<file path="src/rtl/nibcmd_pkg.sv">
package nibcmd_pkg;
  localparam int REG_ADDR_W = 6;
  localparam int BYTE_W     = 8;
  localparam int NIB_W      = 4;

  typedef struct packed {
    logic takeAddr;
    logic takeHi;
    logic commitLo;
    logic loadRead;
  } cmdStrobe_t;

  typedef enum logic [1:0] {
    ST_IDLE,
    ST_WAIT_HI,
    ST_WAIT_LO
  } wrState_t;
endpackage

</file>
<file path="src/rtl/nibcmd_ctrl.sv">
module nibcmd_ctrl
  import nibcmd_pkg::*;
#(
  parameter int          READY_GAP = 2,
  parameter int          NUM_EVT   = 6,
  parameter logic [2:0]  PORT_CODE = 3'b100,
  localparam int         CNT_W     = $clog2(READY_GAP + 1),
  localparam int         IDX_W     = (NUM_EVT > 1) ? $clog2(NUM_EVT) : 1
) (
  input  logic               clk,
  input  logic               rstN,
  input  logic [2:0]         portSel,
  input  logic [1:0]         kindBits,
  input  logic               wrStrobe,
  input  logic               rdStrobe,
  input  logic [NUM_EVT-1:0] evtIn,
  output cmdStrobe_t         strobe,
  output logic               readyOut,
  output logic               intN,
  output logic               showRead,
  output logic               evtActive,
  output logic [IDX_W-1:0]   evtIdx
);

  wrState_t          wrState;
  logic [CNT_W-1:0]  gapCnt;
  logic              readBusy;
  logic [NUM_EVT-1:0] evtPend;
  logic [IDX_W-1:0]  pickIdx;
  logic              pickFound;
  logic              portHit;
  logic              accept;
  logic              rdHit;

  assign portHit  = (portSel == PORT_CODE);
  assign readyOut = (gapCnt == '0);
  assign accept   = wrStrobe && portHit && readyOut;
  assign rdHit    = rdStrobe && portHit;

  always_comb begin
    strobe.takeAddr = accept && kindBits[1] && !kindBits[0];
    strobe.loadRead = accept && kindBits[1] && kindBits[0];
    strobe.takeHi   = accept && !kindBits[1] && (wrState == ST_WAIT_HI);
    strobe.commitLo = accept && !kindBits[1] && (wrState == ST_WAIT_LO);
  end

  // write sequencer
  always_ff @(posedge clk or negedge rstN) begin
    if (!rstN) begin
      wrState <= ST_IDLE;
    end else if (strobe.takeAddr) begin
      wrState <= ST_WAIT_HI;
    end else if (strobe.loadRead) begin
      wrState <= ST_IDLE;
    end else if (strobe.takeHi) begin
      wrState <= ST_WAIT_LO;
    end else if (strobe.commitLo) begin
      wrState <= ST_WAIT_HI;
    end
  end

  // handshake hold-off
  always_ff @(posedge clk or negedge rstN) begin
    if (!rstN) begin
      gapCnt <= '0;
    end else if (accept) begin
      gapCnt <= CNT_W'(READY_GAP);
    end else if (gapCnt != '0) begin
      gapCnt <= gapCnt - 1'b1;
    end
  end

  // read ownership of the interrupt line
  always_ff @(posedge clk or negedge rstN) begin
    if (!rstN) begin
      readBusy <= 1'b0;
      showRead <= 1'b0;
    end else if (strobe.loadRead) begin
      readBusy <= 1'b1;
      showRead <= 1'b0;
    end else if (showRead && rdHit) begin
      readBusy <= 1'b0;
      showRead <= 1'b0;
    end else if (readBusy) begin
      showRead <= 1'b1;
    end
  end

  always_comb begin
    pickIdx   = '0;
    pickFound = 1'b0;
    for (int i = 0; i < NUM_EVT; i++) begin
      if (evtPend[i] && !pickFound) begin
        pickIdx   = IDX_W'(i);
        pickFound = 1'b1;
      end
    end
  end

  // side events: latch, prioritise, present
  always_ff @(posedge clk or negedge rstN) begin
    if (!rstN) begin
      evtPend   <= '0;
      evtActive <= 1'b0;
      evtIdx    <= '0;
    end else begin
      if (strobe.loadRead && evtActive) begin
        evtPend           <= evtPend | evtIn;
        evtPend[evtIdx]   <= 1'b1;
        evtActive         <= 1'b0;
      end else if (evtActive && rdHit && !readBusy) begin
        evtPend   <= evtPend | evtIn;
        evtActive <= 1'b0;
      end else if (!evtActive && !readBusy && pickFound) begin
        evtPend          <= evtPend | evtIn;
        evtPend[pickIdx] <= evtIn[pickIdx];
        evtActive        <= 1'b1;
        evtIdx           <= pickIdx;
      end else begin
        evtPend <= evtPend | evtIn;
      end
    end
  end

  assign intN = !(showRead || evtActive);

endmodule

</file>
<file path="src/rtl/nibcmd_dp.sv">
module nibcmd_dp
  import nibcmd_pkg::*;
#(
  parameter int  NUM_EVT = 6,
  localparam int DEPTH   = 1 << REG_ADDR_W,
  localparam int IDX_W   = (NUM_EVT > 1) ? $clog2(NUM_EVT) : 1
) (
  input  logic                  clk,
  input  logic                  rstN,
  input  logic [REG_ADDR_W-1:0] cmdField,
  input  cmdStrobe_t            strobe,
  input  logic                  showRead,
  input  logic                  evtActive,
  input  logic [IDX_W-1:0]      evtIdx,
  output logic [BYTE_W-1:0]     busOut,
  output logic                  busOe
);

  logic [REG_ADDR_W-1:0] wAddr;
  logic [NIB_W-1:0]      hiNib;
  logic [BYTE_W-1:0]     regFile [DEPTH];
  logic [BYTE_W-1:0]     outReg;

  always_ff @(posedge clk or negedge rstN) begin
    if (!rstN) begin
      wAddr <= '0;
      hiNib <= '0;
    end else begin
      if (strobe.takeAddr) wAddr <= cmdField;
      if (strobe.takeHi)   hiNib <= cmdField[NIB_W-1:0];
    end
  end

  always_ff @(posedge clk or negedge rstN) begin
    if (!rstN) begin
      for (int i = 0; i < DEPTH; i++) regFile[i] <= '0;
    end else if (strobe.commitLo) begin
      regFile[wAddr] <= {hiNib, cmdField[NIB_W-1:0]};
    end
  end

  always_ff @(posedge clk or negedge rstN) begin
    if (!rstN) begin
      outReg <= '0;
    end else if (strobe.loadRead) begin
      outReg <= regFile[cmdField];
    end
  end

  always_comb begin
    busOe  = showRead || evtActive;
    busOut = '0;
    if (showRead) begin
      busOut = outReg;
    end else if (evtActive) begin
      busOut = {{(BYTE_W-IDX_W){1'b0}}, evtIdx};
    end
  end

endmodule

</file>
<file path="src/rtl/nibcmd_port.sv">
module nibcmd_port
  import nibcmd_pkg::*;
#(
  parameter int         READY_GAP = 2,
  parameter int         NUM_EVT   = 6,
  parameter logic [2:0] PORT_CODE = 3'b100
) (
  input  logic               clk,
  input  logic               rstN,
  input  logic [2:0]         portSel,
  input  logic [7:0]         busIn,
  input  logic               wrStrobe,
  input  logic               rdStrobe,
  input  logic [NUM_EVT-1:0] evtIn,
  output logic [7:0]         busOut,
  output logic               busOe,
  output logic               readyOut,
  output logic               intN
);

  localparam int IDX_W = (NUM_EVT > 1) ? $clog2(NUM_EVT) : 1;

  cmdStrobe_t       strobe;
  logic             showRead;
  logic             evtActive;
  logic [IDX_W-1:0] evtIdx;

  nibcmd_ctrl #(
    .READY_GAP (READY_GAP),
    .NUM_EVT   (NUM_EVT),
    .PORT_CODE (PORT_CODE)
  ) u_ctrl (
    .clk       (clk),
    .rstN      (rstN),
    .portSel   (portSel),
    .kindBits  (busIn[7:6]),
    .wrStrobe  (wrStrobe),
    .rdStrobe  (rdStrobe),
    .evtIn     (evtIn),
    .strobe    (strobe),
    .readyOut  (readyOut),
    .intN      (intN),
    .showRead  (showRead),
    .evtActive (evtActive),
    .evtIdx    (evtIdx)
  );

  nibcmd_dp #(
    .NUM_EVT (NUM_EVT)
  ) u_dp (
    .clk       (clk),
    .rstN      (rstN),
    .cmdField  (busIn[REG_ADDR_W-1:0]),
    .strobe    (strobe),
    .showRead  (showRead),
    .evtActive (evtActive),
    .evtIdx    (evtIdx),
    .busOut    (busOut),
    .busOe     (busOe)
  );

endmodule

</file>
<file path="config.mk">
export PLATFORM = sky130hd
export DESIGN_NAME = nibcmd_port
export DESIGN_NICKNAME = d
export VERILOG_FILES = /design/src/rtl/nibcmd_pkg.sv /design/src/rtl/nibcmd_ctrl.sv /design/src/rtl/nibcmd_dp.sv /design/src/rtl/nibcmd_port.sv
export SDC_FILE = /design/constraint.sdc
export NUM_CORES = 1
export LEC_CHECK = 0
export ABC_AREA = 1
export BUFFER_PORTS_ARGS = -buffer_cell sky130_fd_sc_hd__buf_2
export CELL_PAD_IN_SITES_DETAIL_PLACEMENT = 0
export CELL_PAD_IN_SITES_GLOBAL_PLACEMENT = 1
export CORE_MARGIN = 2
export CORE_UTILIZATION = 44
export DETAILED_ROUTE_END_ITERATION = 7
export PLACE_DENSITY_LB_ADDON = 0.1
export REMOVE_ABC_BUFFERS = 1
export SETUP_SLACK_MARGIN = 0.05
export SLEW_MARGIN = 20
export SYNTH_ARGS = -nofsm -noshare
export SYNTH_HDL_FRONTEND = slang
export SYNTH_SLANG_ARGS = --single-unit
</file>
<file path="constraint.sdc">
create_clock -name clk -period 1.71 [get_ports clk]
set_input_delay 0.513 -clock clk [delete_from_list [all_inputs] [get_ports clk]]
set_output_delay 0.513 -clock clk [all_outputs]
set_load 0.02 [all_outputs]
</file>
After elaboration in Yosys (flattened, before gate mapping)

Index checks and enable logic that the tools add are counted.

Reductions and logical operators: 42
$mul: 0
Add/subtract/negate cells: 1
Shifts and indexed selects: 0
Magnitude comparators: 7
Eq/ne operators: 3
Bitwise logic cells: 6
Mux-type cells: 43
Divide/modulo/power cells: 0

Operator list:

| kind                                                                                | number |
|---|---|
| 512-bit bitwise mux                                                                 | 1 |
| 8-bit binary-select mux with 6-bit select                                           | 1 |
| 8-bit demux with 6-bit select                                                       | 1 |
| 8-bit two-way mux                                                                   | 4 |
| 1-bit logical AND                                                                   | 23 |
| 1-bit two-way mux                                                                   | 18 |
| 6-bit two-way mux                                                                   | 3 |
| 2-bit two-way mux                                                                   | 8 |
| 7-bit greater-or-equal comparator, second input constant                            | 2 |
| 6-bit NOT with 7-bit output                                                         | 2 |
| 6-bit OR                                                                            | 2 |
| 1-bit logical NOT                                                                   | 10 |
| 3-bit two-way mux                                                                   | 3 |
| 3-bit by 4-bit less-than comparator with 1-bit output, second input constant        | 2 |
| 7-bit by 1-bit less-than comparator with 1-bit output, second input constant        | 1 |
| 6-bit bitwise mux                                                                   | 1 |
| 1-bit demux with 3-bit select                                                       | 2 |
| 3-bit by 1-bit greater-or-equal comparator with 1-bit output, second input constant | 2 |
| 2-bit nonzero test                                                                  | 3 |
| 3-bit nonzero test                                                                  | 2 |
| 4-bit nonzero test                                                                  | 1 |
| 1-bit binary-select mux with 3-bit select                                           | 1 |
| 3-bit equality test, second input constant                                          | 1 |
| 3-bit AND reduction                                                                 | 1 |
| other kinds (6)                                                                     | 7 |

Input bits: 21
Word-level logic and storage cells: 176
ROM bits: 0
Latch bits: 0
Memory bits (writable): 0
Memories kept: 0
Register bits after elaboration: 546

Longest topological paths before layout

Depth in word-level cells: 24
Depth in mapped cells: 14
Mapped depth without buffers: 11

Modules after synthesis

A second synthesis with hierarchy kept.

Cells, all modules: 3151
Area total of the unflattened synthesis: 24997.7 um2

Modules (own cells, without submodules):

| module      | instances | area each (um2) | cells an instance |
|---|---|---|---|
| nibcmd_dp   | 1         | 23899.2         | 3003 |
| nibcmd_ctrl | 1         | 1098.6          | 148 |

Least setup slack after synthesis

Ideal clock, no wire load.

Kind: flip-flop to flip-flop
From: reg u_ctrl.gapCnt[0]
To: reg u_dp.regFile[109] in the netlist's numbering
Cell stages (with the launch flop): 13
Required time: 1.578 ns
Data arrival time: 1.865 ns
Setup slack: -0.286 ns
Setup time: 0.132 ns
Path through: dfrtp_1 -> inv_1 -> ha_1 -> nand3_1 -> nor2_2 -> nand2_2 -> inv_2 -> buf_6 -> clkbuf_8 -> nand2_2 -> buf_6 -> nand2_1 -> o21ai_2

Longest elaborated chain between the ends: 4

RTL lines:

| what                            | line              | text |
|---|---|---|
| start: declaration              | nibcmd_ctrl.sv:26 | `logic [CNT_W-1:0] gapCnt;` |
| start signal: assignment        | nibcmd_ctrl.sv:67 | `gapCnt <= CNT_W'(READY_GAP);` |
| start signal: assignment        | nibcmd_ctrl.sv:69 | `gapCnt <= gapCnt - 1'b1;` |
| 2-bit logical NOT               | nibcmd_ctrl.sv:36 | `assign readyOut = (gapCnt == '0);` |
| named net readyOut              | nibcmd_port.sv:17 | `output logic readyOut,` |
| 1-bit logical AND               | nibcmd_ctrl.sv:37 | `assign accept = wrStrobe && portHit && readyOut;` |
| 1-bit logical AND (2 in series) | nibcmd_ctrl.sv:44 | `strobe.commitLo = accept && !kindBits[1] && (wrState == ST_WAIT_LO);` |
| end signal: indexed assignment  | nibcmd_dp.sv:38   | `regFile[wAddr] <= {hiNib, cmdField[NIB_W-1:0]};` |
| end: declaration                | nibcmd_dp.sv:21   | `logic [BYTE_W-1:0] regFile [DEPTH];` |

The timed path passes the listed nets, and every way through them passes these cells.
A chain may end at the register's enable or synchronous reset.

Worst setup path after layout

From: reg u_ctrl.gapCnt[0]
To: out readyOut

Longest elaborated chain between the ends: 1

RTL lines:

| what              | line |
|---|---|
| 2-bit logical NOT | nibcmd_ctrl.sv:36 |
| end: declaration  | nibcmd_port.sv:17 |

No other way between the ends.

==> metrics <==
DRC violations left 0; filler instances 5215; crit-path max FO 5; boundary pin count 32; largest net degree at the start of global routing 84; final hold vios 0; initial antenna violation count 1; Routed Wire Length 83500 um; final instance area 0.0328 mm2; failing checks setup timing; crit path from u_ctrl.gapCnt[0]$_DFFE_PN0P_; synthesized instance count 3184; Power Total 31.9 mW; post-DR wirelength/cell 20.0 um; max-slew headroom at the worst pin 0.586; clock network power share 0.420; Synth area leaders dfrtp_1, nand2_1, nand3_1; wire length of the first global-routing pass 130000 um; Internal 22.9 mW; Critical Path Sink Type output pin; die height 246 um; CTS Buffer Depth 3; Hold Slack 0.193 ns; distinct cell type count of the synthesized netlist 36; count leader, synth nand2_1; worst vdd ir 0.795 mV; Pins Over Slew Limit 0; clock sink count 546; Placed Instance Area 0.0288 mm2; Worst Reg-to-Reg Cells 13; Hold Crit Start evtIn[0]; worst reg2reg setup slack -0.28 ns; Ys Warns 0; global route total overflow 0; first-pass detailed-route iteration total 6; Clock Tree Root clkbuf_16; clk_skew 0.0216 ns; FF-to-FF Start u_ctrl.gapCnt[0]$_DFFE_PN0P_; TritonCTS buffer count 61; vias in the first global route 22200; Pwr Density 973 mW/mm2; Syn-to-layout area delta 27.0%; final worst path period share 1.17; Post-synth top cells nand2_1, dfrtp_1, nand3_1, o21ai_0, o21ai_1; Multi-input gate area 0.0118 mm2; Worst EP arrival 1.49 ns; initial core utilization 0.446; dpl hpwl 52800 um; sequential share of the synthesized area 0.529; die area 0.0606 mm2; Final ANT Viol Nets 0; Endpoint, Worst Hold u_ctrl.evtPend[0]$_DFF_PN0_; final worst path period need 2.00 ns; clock latency on the worst-skew pair 0.64 ns; Max-Cap Viols 0; Worst setup SP type flip-flop; # setup viols final 525; combinational share of power 0.160; Clock Pin Slew Worst Setup and Hold Paths 0.06 ns; Async SR Flop Fraction 1.00; Core ar. 0.0578 mm2; H-tree depth 2; vias per cell 5.51; RD Place Congestion 0.918; HP Class primary input to flip-flop; predominant post-synthesis flop cell dfrtp_1; Post-Syn Area per Cell 8.10 um2; number of core rows 88; sequential share of power 0.420; Ant. Diodes 0; GRT Util Overall 0.276; EDFF count, synth 0; flops & latches, synth 546; Net Switching 9.01 mW; Die X-Extent 246 um; actual slew at the worst max-slew pin 0.619 ns; TritonCTS clock tree built; Worst Setup Slack post-DPL -0.559 ns; via count 23000; final design utilization 0.567; layout cell share with drive strength beyond 1 0.200; Hold Path Stages 3; RSZ-0062 raised after global routing yes; number of port buffers 31; CP required 1.20 ns; FF-to-FF End u_dp.regFile[438]$_DFFE_PN0P_; Detailed Route Iter0 Violations 1967; f_max 0.499 GHz; NumNets Final 3382; cell taking the most area after synthesis dfrtp_1; Synth top area share 0.529; status complete, but fails checks; Switching Fraction 0.283; CP Class flip-flop to output pin; synthesized cell area 0.0258 mm2; Lkg Pwr 14.6 nW; setup ws final -0.293 ns; FF+latch area 0.0137 mm2
==> power groups by stage <==
| stage | registers, mW | clock network, mW | logic (mW) |
|---|---|---|---|
| detailed placement | 13.6 | 0 | 4.45 |
| global placement | 13.6 | 0 | 4.42 |
| finish | 13.4 | 13.4 | 5.09 |
| floorplan | 13.7 | 0 | 1.74 |
| global route | 13.4 | 14.2 | 5.45 |
| CTS | 13.4 | 13.7 | 4.89 |
==> through the flow <==
step / cells / TNS (ns)
2_1_floorplan: 2946 / -842.50
3_3_place_gp: 3991 / -203.08
3_5_place_dp: 3991 / -208.30
4_1_cts: 4141 / -105.56
5_1_grt: 4171 / -148.53
6_report: 4171 / -102.98
==> per-layer routing <==
layer,track usage,vias up,part of all wire
li1,-,10900,-
met2,0.450,671,0.47
met1,0.387,11300,0.45
met3,0.0339,130,0.055
met4,0.0818,2,0.027
met5,0,-,0.00011
==> how the worst max path moves through the flow <==
stage                                         end  cells after the start
floorplan              u_dp.outReg[4]$_DFFE_PN0P_                     11
global placement       u_dp.outReg[1]$_DFFE_PN0P_                     13
detailed placement     u_dp.outReg[2]$_DFFE_PN0P_                     13
CTS                                     busOut[2]                      4
global route        u_dp.regFile[438]$_DFFE_PN0P_                     13
finish                                   readyOut                      4
==> layout by cell type (no fill, tap or decap), drive strengths merged, types with 2 or more instances in the layout <==
cell type / count
o21ai: 541
nor2: 60
nand3: 486
nand4: 28
dfrtp: 546
o211ai: 2
inv: 59
buf: 324
clkbuf: 101
bufinv: 5
a21oi: 4
clkinv: 11
nor3: 9
nand2: 1219
==> state kept, by name, indices dropped and copies added (netlist names) <==
register	count
u_ctrl.evtActive	1
u_ctrl.evtIdx	3
u_ctrl.evtPend	6
u_ctrl.gapCnt	2
u_ctrl.readBusy	1
u_ctrl.showRead	1
u_ctrl.wrState	2
u_dp.hiNib	4
u_dp.outReg	8
u_dp.regFile	512
u_dp.wAddr	6
==> repair_timing <==
item,in CTS,in global routing
hold buffers,1,0
hold endpoints to repair,10,0
cloned,15,14
endpoints found under the setup margin,538,549
buffers inserted,25,20
pin swaps,10,27
resized for setup,130,205
==> critical path, stage by stage (launching register included) <==
cell and delay [ns]:
dfrtp_1 0.38, inv_1 0.06, ha_2 0.20, buf_6 0.12, buf_6 0.11
==> area by class of cell <==
| class | count | area share |
|---|---|---|
| Sequential cell | 546 | 0.417 |
| Timing Repair Buffer | 333 | 0.123 |
| Clock buffer | 93 | 0.0555 |
| Inverter | 60 | 0.00798 |
| Clock inverter | 16 | 0.00657 |
| Tap cell | 765 | 0.0292 |
| Multi-Input combinational cell | 2358 | 0.360 |
==> cells by family after synthesis <==
logic type	share of synthesized area
adder cells (fa/ha/maj)	0.000485
flip-flops	0.529
buffers and inverters	0.0545
AND/OR/NAND/NOR	0.301
AO/OA/AOI/OAI	0.114
Power figures use the tool's default switching activity.
